===== src/rtl/irqc_pkg.sv =====
package irqc_pkg;

    // Sequencer states for the request/acknowledge handshake
    typedef enum logic [1:0] {
        ST_IDLE   = 2'd0,
        ST_RAISE  = 2'd1,
        ST_VECTOR = 2'd2
    } ctl_state_t;

    localparam int unsigned LINES_DEF  = 8;
    localparam int unsigned DATA_W_DEF = 8;

endpackage


===== src/rtl/irqc_req_latch.sv =====
module irqc_req_latch #(
    parameter int unsigned N = 8
) (
    input  logic         clk,
    input  logic         rst_n,
    input  logic [N-1:0] lines,
    input  logic [N-1:0] clr,
    output logic [N-1:0] pend
);
    logic [N-1:0] prev_q;
    logic [N-1:0] pend_q;
    logic [N-1:0] rise;

    assign rise = lines & ~prev_q;
    assign pend = pend_q;

    always_ff @(posedge clk) begin
        if (!rst_n) begin
            prev_q <= '0;
            pend_q <= '0;
        end else begin
            prev_q <= lines;
            pend_q <= (pend_q & ~clr) | rise;
        end
    end

    // Every detected edge is pending one cycle later
    assert_edge_held_R2: assert property (@(posedge clk) disable iff (!rst_n)
        (|rise) |=> (($past(rise) & ~pend_q) == '0));

endmodule


===== src/rtl/irqc_resolver.sv =====
module irqc_resolver #(
    parameter int unsigned N     = 8,
    parameter int unsigned IDX_W = 3
) (
    input  logic [N-1:0]     pend,
    input  logic [N-1:0]     mask,
    input  logic [N-1:0]     svc,
    output logic [N-1:0]     win_onehot,
    output logic [IDX_W-1:0] win_idx,
    output logic             win_any,
    output logic [N-1:0]     svc_top
);
    localparam logic [N-1:0] ONE = {{(N-1){1'b0}}, 1'b1};

    logic [N-1:0] allow;
    logic [N-1:0] elig;

    // A line may interrupt only if no line of equal or higher rank is in service
    for (genvar g = 0; g < N; g++) begin : g_allow
        assign allow[g] = ~|svc[g:0];
    end

    assign elig       = pend & ~mask & allow;
    assign win_any    = |elig;
    assign win_onehot = elig & (~elig + ONE);
    assign svc_top    = svc & (~svc + ONE);

    always_comb begin
        win_idx = '0;
        for (int i = N - 1; i >= 0; i--) begin
            if (elig[i]) win_idx = IDX_W'(i);
        end
    end

endmodule


===== src/rtl/irqc_regs.sv =====
module irqc_regs #(
    parameter int unsigned             DATA_W   = 8,
    parameter logic [DATA_W-1:0]       EOI_CODE = 8'h20
) (
    input  logic              clk,
    input  logic              rst_n,
    input  logic              wr_en,
    input  logic              addr_sel,
    input  logic [DATA_W-1:0] wdata,
    output logic [DATA_W-1:0] mask,
    output logic              eoi_pulse,
    output logic [DATA_W-1:0] rdata
);
    logic [DATA_W-1:0] mask_q;

    always_ff @(posedge clk) begin
        if (!rst_n) begin
            mask_q <= '0;
        end else if (wr_en && addr_sel) begin
            mask_q <= wdata;
        end
    end

    assign mask      = mask_q;
    assign eoi_pulse = wr_en && !addr_sel && (wdata == EOI_CODE);
    assign rdata     = addr_sel ? mask_q : '0;

    // Mask changes only on a mask-port write
    assert_mask_stable_R5: assert property (@(posedge clk) disable iff (!rst_n)
        !(wr_en && addr_sel) |=> $stable(mask_q));

endmodule


===== src/rtl/irq_prio_ctrl.sv =====
module irq_prio_ctrl #(
    parameter int unsigned       NUM_LINES = 8,
    parameter int unsigned       DATA_W    = 8,
    parameter logic [DATA_W-1:0] VEC_BASE  = 8'h08,
    parameter logic [DATA_W-1:0] EOI_CODE  = 8'h20
) (
    input  logic                 clk,
    input  logic                 rst_n,
    input  logic [NUM_LINES-1:0] irq_in,
    input  logic                 bus_wr,
    input  logic                 bus_addr,
    input  logic [DATA_W-1:0]    bus_wdata,
    output logic [DATA_W-1:0]    bus_rdata,
    output logic                 int_req,
    input  logic                 int_ack,
    output logic [DATA_W-1:0]    vec_out,
    output logic                 vec_valid
);
    import irqc_pkg::*;

    localparam int unsigned        IDX_W = (NUM_LINES > 1) ? $clog2(NUM_LINES) : 1;
    localparam logic [NUM_LINES-1:0] ONE = {{(NUM_LINES-1){1'b0}}, 1'b1};

    ctl_state_t state_q, state_d;

    logic [NUM_LINES-1:0] pend, mask_w, svc_q, svc_top, win_onehot, grant;
    logic [IDX_W-1:0]     win_idx;
    logic                 win_any, eoi_pulse;
    logic [DATA_W-1:0]    vec_q, mask_full;

    irqc_regs #(.DATA_W(DATA_W), .EOI_CODE(EOI_CODE)) u_regs (
        .clk      (clk),
        .rst_n    (rst_n),
        .wr_en    (bus_wr),
        .addr_sel (bus_addr),
        .wdata    (bus_wdata),
        .mask     (mask_full),
        .eoi_pulse(eoi_pulse),
        .rdata    (bus_rdata)
    );

    assign mask_w = mask_full[NUM_LINES-1:0];

    irqc_req_latch #(.N(NUM_LINES)) u_latch (
        .clk  (clk),
        .rst_n(rst_n),
        .lines(irq_in),
        .clr  (grant),
        .pend (pend)
    );

    irqc_resolver #(.N(NUM_LINES), .IDX_W(IDX_W)) u_resolve (
        .pend      (pend),
        .mask      (mask_w),
        .svc       (svc_q),
        .win_onehot(win_onehot),
        .win_idx   (win_idx),
        .win_any   (win_any),
        .svc_top   (svc_top)
    );

    // State register
    always_ff @(posedge clk) begin
        if (!rst_n) state_q <= ST_IDLE;
        else        state_q <= state_d;
    end

    // Next-state logic
    always_comb begin
        state_d = state_q;
        unique case (state_q)
            ST_IDLE:   if (win_any) state_d = ST_RAISE;
            ST_RAISE: begin
                if (!win_any)     state_d = ST_IDLE;
                else if (int_ack) state_d = ST_VECTOR;
            end
            ST_VECTOR: state_d = ST_IDLE;
            default:   state_d = ST_IDLE;
        endcase
    end

    // Outputs decoded from state
    always_comb begin
        int_req   = 1'b0;
        vec_valid = 1'b0;
        grant     = '0;
        unique case (state_q)
            ST_IDLE:   ;
            ST_RAISE: begin
                int_req = 1'b1;
                if (int_ack) grant = win_onehot;
            end
            ST_VECTOR: vec_valid = 1'b1;
            default:   ;
        endcase
    end

    // In-service set and vector capture
    always_ff @(posedge clk) begin
        if (!rst_n) begin
            svc_q <= '0;
            vec_q <= '0;
        end else begin
            svc_q <= (svc_q & ~(eoi_pulse ? svc_top : '0)) | grant;
            if (|grant) vec_q <= VEC_BASE + DATA_W'(win_idx);
        end
    end

    assign vec_out = vec_q;

    assert_vec_pulse_R4: assert property (@(posedge clk) disable iff (!rst_n)
        vec_valid |=> !vec_valid);

    assert_vec_after_ack_R4: assert property (@(posedge clk) disable iff (!rst_n)
        vec_valid |-> $past(int_req && int_ack));

    // Granted line ranks above everything already in service
    assert_nested_only_R7: assert property (@(posedge clk) disable iff (!rst_n)
        (|grant) |-> ((svc_q & (grant - ONE)) == '0));

    assert_eoi_retires_one_R8: assert property (@(posedge clk) disable iff (!rst_n)
        (eoi_pulse && (|svc_q) && !(|grant)) |=>
            ($countones(svc_q) + 1 == $countones($past(svc_q))));

    assert_req_has_source_R11: assert property (@(posedge clk) disable iff (!rst_n)
        int_req |-> $past(win_any));

endmodule


===== config.mk =====
export PLATFORM = sky130hd
export DESIGN_NAME = irq_prio_ctrl
export DESIGN_NICKNAME = d
export VERILOG_FILES = /design/src/rtl/irqc_pkg.sv /design/src/rtl/irqc_req_latch.sv /design/src/rtl/irqc_resolver.sv /design/src/rtl/irqc_regs.sv /design/src/rtl/irq_prio_ctrl.sv
export SDC_FILE = /design/constraint.sdc
export NUM_CORES = 1
export LEC_CHECK = 0
export BUFFER_PORTS_ARGS = -buffer_cell sky130_fd_sc_hd__buf_2
export CORE_MARGIN = 1.5
export CORE_UTILIZATION = 35
export CTS_BUF_LIST = sky130_fd_sc_hd__clkbuf_8
export DETAILED_ROUTE_END_ITERATION = 12
export PLACE_DENSITY_LB_ADDON = 0.12
export SYNTH_ARGS = -nofsm -noshare
export SYNTH_HDL_FRONTEND = slang
export SYNTH_SLANG_ARGS = --single-unit

===== constraint.sdc =====
create_clock -name clk -period 2.5 [get_ports clk]
set_input_delay 0.375 -clock clk [delete_from_list [all_inputs] [get_ports clk]]
set_output_delay 0.375 -clock clk [all_outputs]
set_load 0.05 [all_outputs]

==> results.sh <==
export IMPL_fin_tns_setup_ps=0
export IMPL_drt_first_pass_iters=4
export IMPL_n_fill_cell=555
export IMPL_powerDensity_mw_per_mm2=659
export IMPL_worstSkewPairLatency_ps=280
export IMPL_critical_path_class="reg2reg"
export IMPL_hpwl_mm=2.98
export IMPL_synthCells=212
export IMPL_ant_nets=0
export IMPL_yosys_warnings=0
export IMPL_tritoncts_num_buffers=5
export IMPL_syn_avg_cell_area_um2=8.68
export IMPL_power_mw=1.42
export IMPL_finalCriticalPeriod_ps=1980
export IMPL_clkTransAtPathRegs_ps=80
export IMPL_syn_area_mm2=0.00184
export IMPL_slowest_stage="dfxtp_1"
export IMPL_io_buffers=34
export IMPL_cts_tree="done"
export IMPL_maxSlewViolCount=0
export IMPL_crit_chain="nor3_1 > a22oi_2 > or4b_1 > nand3_2 > mux2i_1"
export IMPL_drt_iter0_markers=81
export IMPL_place_area_mm2=0.00205
export IMPL_rsz0062_at_grt="false"
export IMPL_antenna_found_initial=0
export IMPL_holdBufCountCts=0
export IMPL_cts_sinks=38
export IMPL_peakVddDrop_mv=0.293
export IMPL_fin_skew_ps=8.66
export IMPL_cap_violations=0
export IMPL_row_count=26
export IMPL_reg2reg_from="svc_q[0]"
export IMPL_final_cell_mix="dfxtp_1 (38), buf_2 (34), nor2b_1 (23)"
export IMPL_core_mm2=0.00507
export IMPL_post_cts_resize_count=0
export IMPL_hold_violations=0
export IMPL_crit_fanout=11
export IMPL_status="finished, final reports clean"
export IMPL_grt_max_degree=32
export IMPL_synth_cell_type_count=40
export IMPL_stdcell_area_mm2=0.00215
export IMPL_seq_area_frac_synth=0.414
export IMPL_grt_pass1_wl_mm=6.35
export IMPL_diodes=0
export IMPL_power_leakage_nw=0.868
export IMPL_min_path_cells=2
export IMPL_relSlewSlack=0.608
export IMPL_wl_mm=3.89
export IMPL_worst_pin_slew_ps=584
export IMPL_drc_errors=0
export IMPL_crit_path_start_kind="flop"
export IMPL_fmax_mhz=506
export IMPL_clockBufferDepth=2
export IMPL_post_cts_repair_setup_buffers=0
export IMPL_cts_htree_levels=2
export IMPL_fin_crit_sh=0.791
export IMPL_cp_arrival_ps=2190
export IMPL_grt_ovfl_total=0
export IMPL_hold_path_class="in2reg"
export IMPL_gp_congestion=0.881
export IMPL_ios=39
export IMPL_reg2reg_depth=5
export IMPL_die_height_um=75.5
export IMPL_track_usage=0.148
export IMPL_die_w_um=75.5
export IMPL_slowest_delay_ps=580
export IMPL_synth_seq_cells=38
export IMPL_final_common_cell="dfxtp_1"
export IMPL_via_count=1522
export IMPL_drt_vias_per_instance=4.82
export IMPL_cts_root_buf="clkbuf_8"
export IMPL_hp_start="irq_in[2]"
export IMPL_start_util=0.362
export IMPL_dieArea_mm2=0.00570
export IMPL_min_to="u_latch.prev_q[2]"
export IMPL_wl_per_cell_um=12.3
export IMPL_syn_to_final_growth_pct=17.1
export IMPL_grt_pass1_vias=1350
export IMPL_crit_required_ps=2710
export IMPL_fin_nets=266
export IMPL_reg2reg_to="vec_out[2]"
export IMPL_r2r_slack_ps=520
export IMPL_endpoint_kind="flop"
export IMPL_drive_gt1_frac=0.195
export IMPL_finalSetupViolCount=0
[registers in the layout (all words and copies together), names as in the netlist]
name,cells
u_latch.prev_q,8
state_q,2
svc_q,8
u_regs.mask,8
vec_out,4
u_latch.pend,8
[critical path, delay by kind of cell (launching register included)]
family	cells	cell delay [ps]
flip-flops	1	580
AND/OR/NAND/NOR	3	800
multiplexers	1	190
AO/OA/AOI/OAI	1	330
[layer usage]
| layer | GRT usage | wire (um) | vias up |
|---|---|---|---|
| li1 | - | - | 809 |
| met1 | 0.211 | 2000 | 688 |
| met2 | 0.225 | 1760 | 23 |
| met3 | 0.0357 | 113 | 2 |
| met4 | 0.0357 | 19 | 0 |
| met5 | 0 | 0 | - |
[per-stage QoR]
| step | util | hold slack [ps] | worst slack [ps] | instances |
|---|---|---|---|---|
| final | 0.425 | 302 | 522 | 316 |
| after global routing | 0.425 | 299 | 359 | 316 |
| after CTS | 0.425 | 296 | 509 | 316 |
| after detailed placement | 0.404 | 449 | 525 | 308 |
| after global placement | 0.404 | 441 | 575 | 308 |
| after floorplan | - | 435 | 737 | 215 |
[cells by family after synthesis]
kind of cell           Yosys count  share of synthesized area
AO/OA/AOI/OAI                   42                      0.154
AND/OR/NAND/NOR                114                      0.373
multiplexers                     3                     0.0163
other                            1                    0.00204
flip-flops                      38                      0.414
buffers and inverters           14                     0.0408
[area by class of cell]
| class | instances | area, um^2 | share of cell area |
|---|---|---|---|
| multi-input combinational | 163 | 1010 | 0.471 |
| clock inverter | 3 | 37.5 | 0.0174 |
| tap | 70 | 87.6 | 0.0407 |
| sequential | 38 | 761 | 0.353 |
| timing repair buffer | 35 | 178 | 0.0825 |
| clock buffer | 5 | 68.8 | 0.0319 |
| inverter | 2 | 7.51 | 0.00348 |
[worst max path at each step]
stage,start,end,cells after the start
final,svc_q[0],vec_out[2],5
after global routing,svc_q[0],vec_out[0],5
after CTS,svc_q[0],vec_out[2],5
after detailed placement,svc_q[0],vec_out[2],5
after global placement,svc_q[0],vec_out[2],5
after floorplan,svc_q[0],vec_out[2],6
[Yosys cell counts]
master,instances,area (um^2)
nor3_1,3,15.0
buf_4,4,30.0
and3b_1,1,8.76
a21boi_0,15,113
or3b_2,1,8.76
nand3b_1,1,7.51
a22oi_2,1,12.5
o41ai_1,2,17.5
inv_1,2,7.51
a211oi_1,1,7.51
nand3_1,15,75.1
nor2b_1,23,144
conb_1,1,3.75
o21ai_0,7,35.0
a21oi_1,9,45.0
dfxtp_1,38,761
and3_1,1,6.26
nor4b_1,1,8.76
o31ai_1,2,15.0
a22oi_1,1,7.51
or4_4,1,11.3
and4_1,1,8.76
buf_6,1,11.3
nand4_1,6,37.5
nor2_1,8,30.0
o2111ai_1,1,8.76
nor4b_2,1,15.0
a31oi_1,1,6.26
a21boi_1,1,7.51
nand3_2,1,10.0
nor3b_1,2,15.0
or4b_1,2,20.0
nor4_4,2,42.5
nand2_1,21,78.8
nand2b_1,3,18.8
and2_1,18,113
o21a_1,1,7.51
clkbuf_1,7,26.3
nor4_1,2,12.5
mux2i_1,3,30.0
[where the power goes]
group	total, mW	switching, mW	internal, mW
clock network	0.496	0.206	0.290
logic	0.261	0.166	0.0946
registers	0.663	0.0234	0.640
total	1.42	0.395	1.02
(Power assumes the default switching activity.)
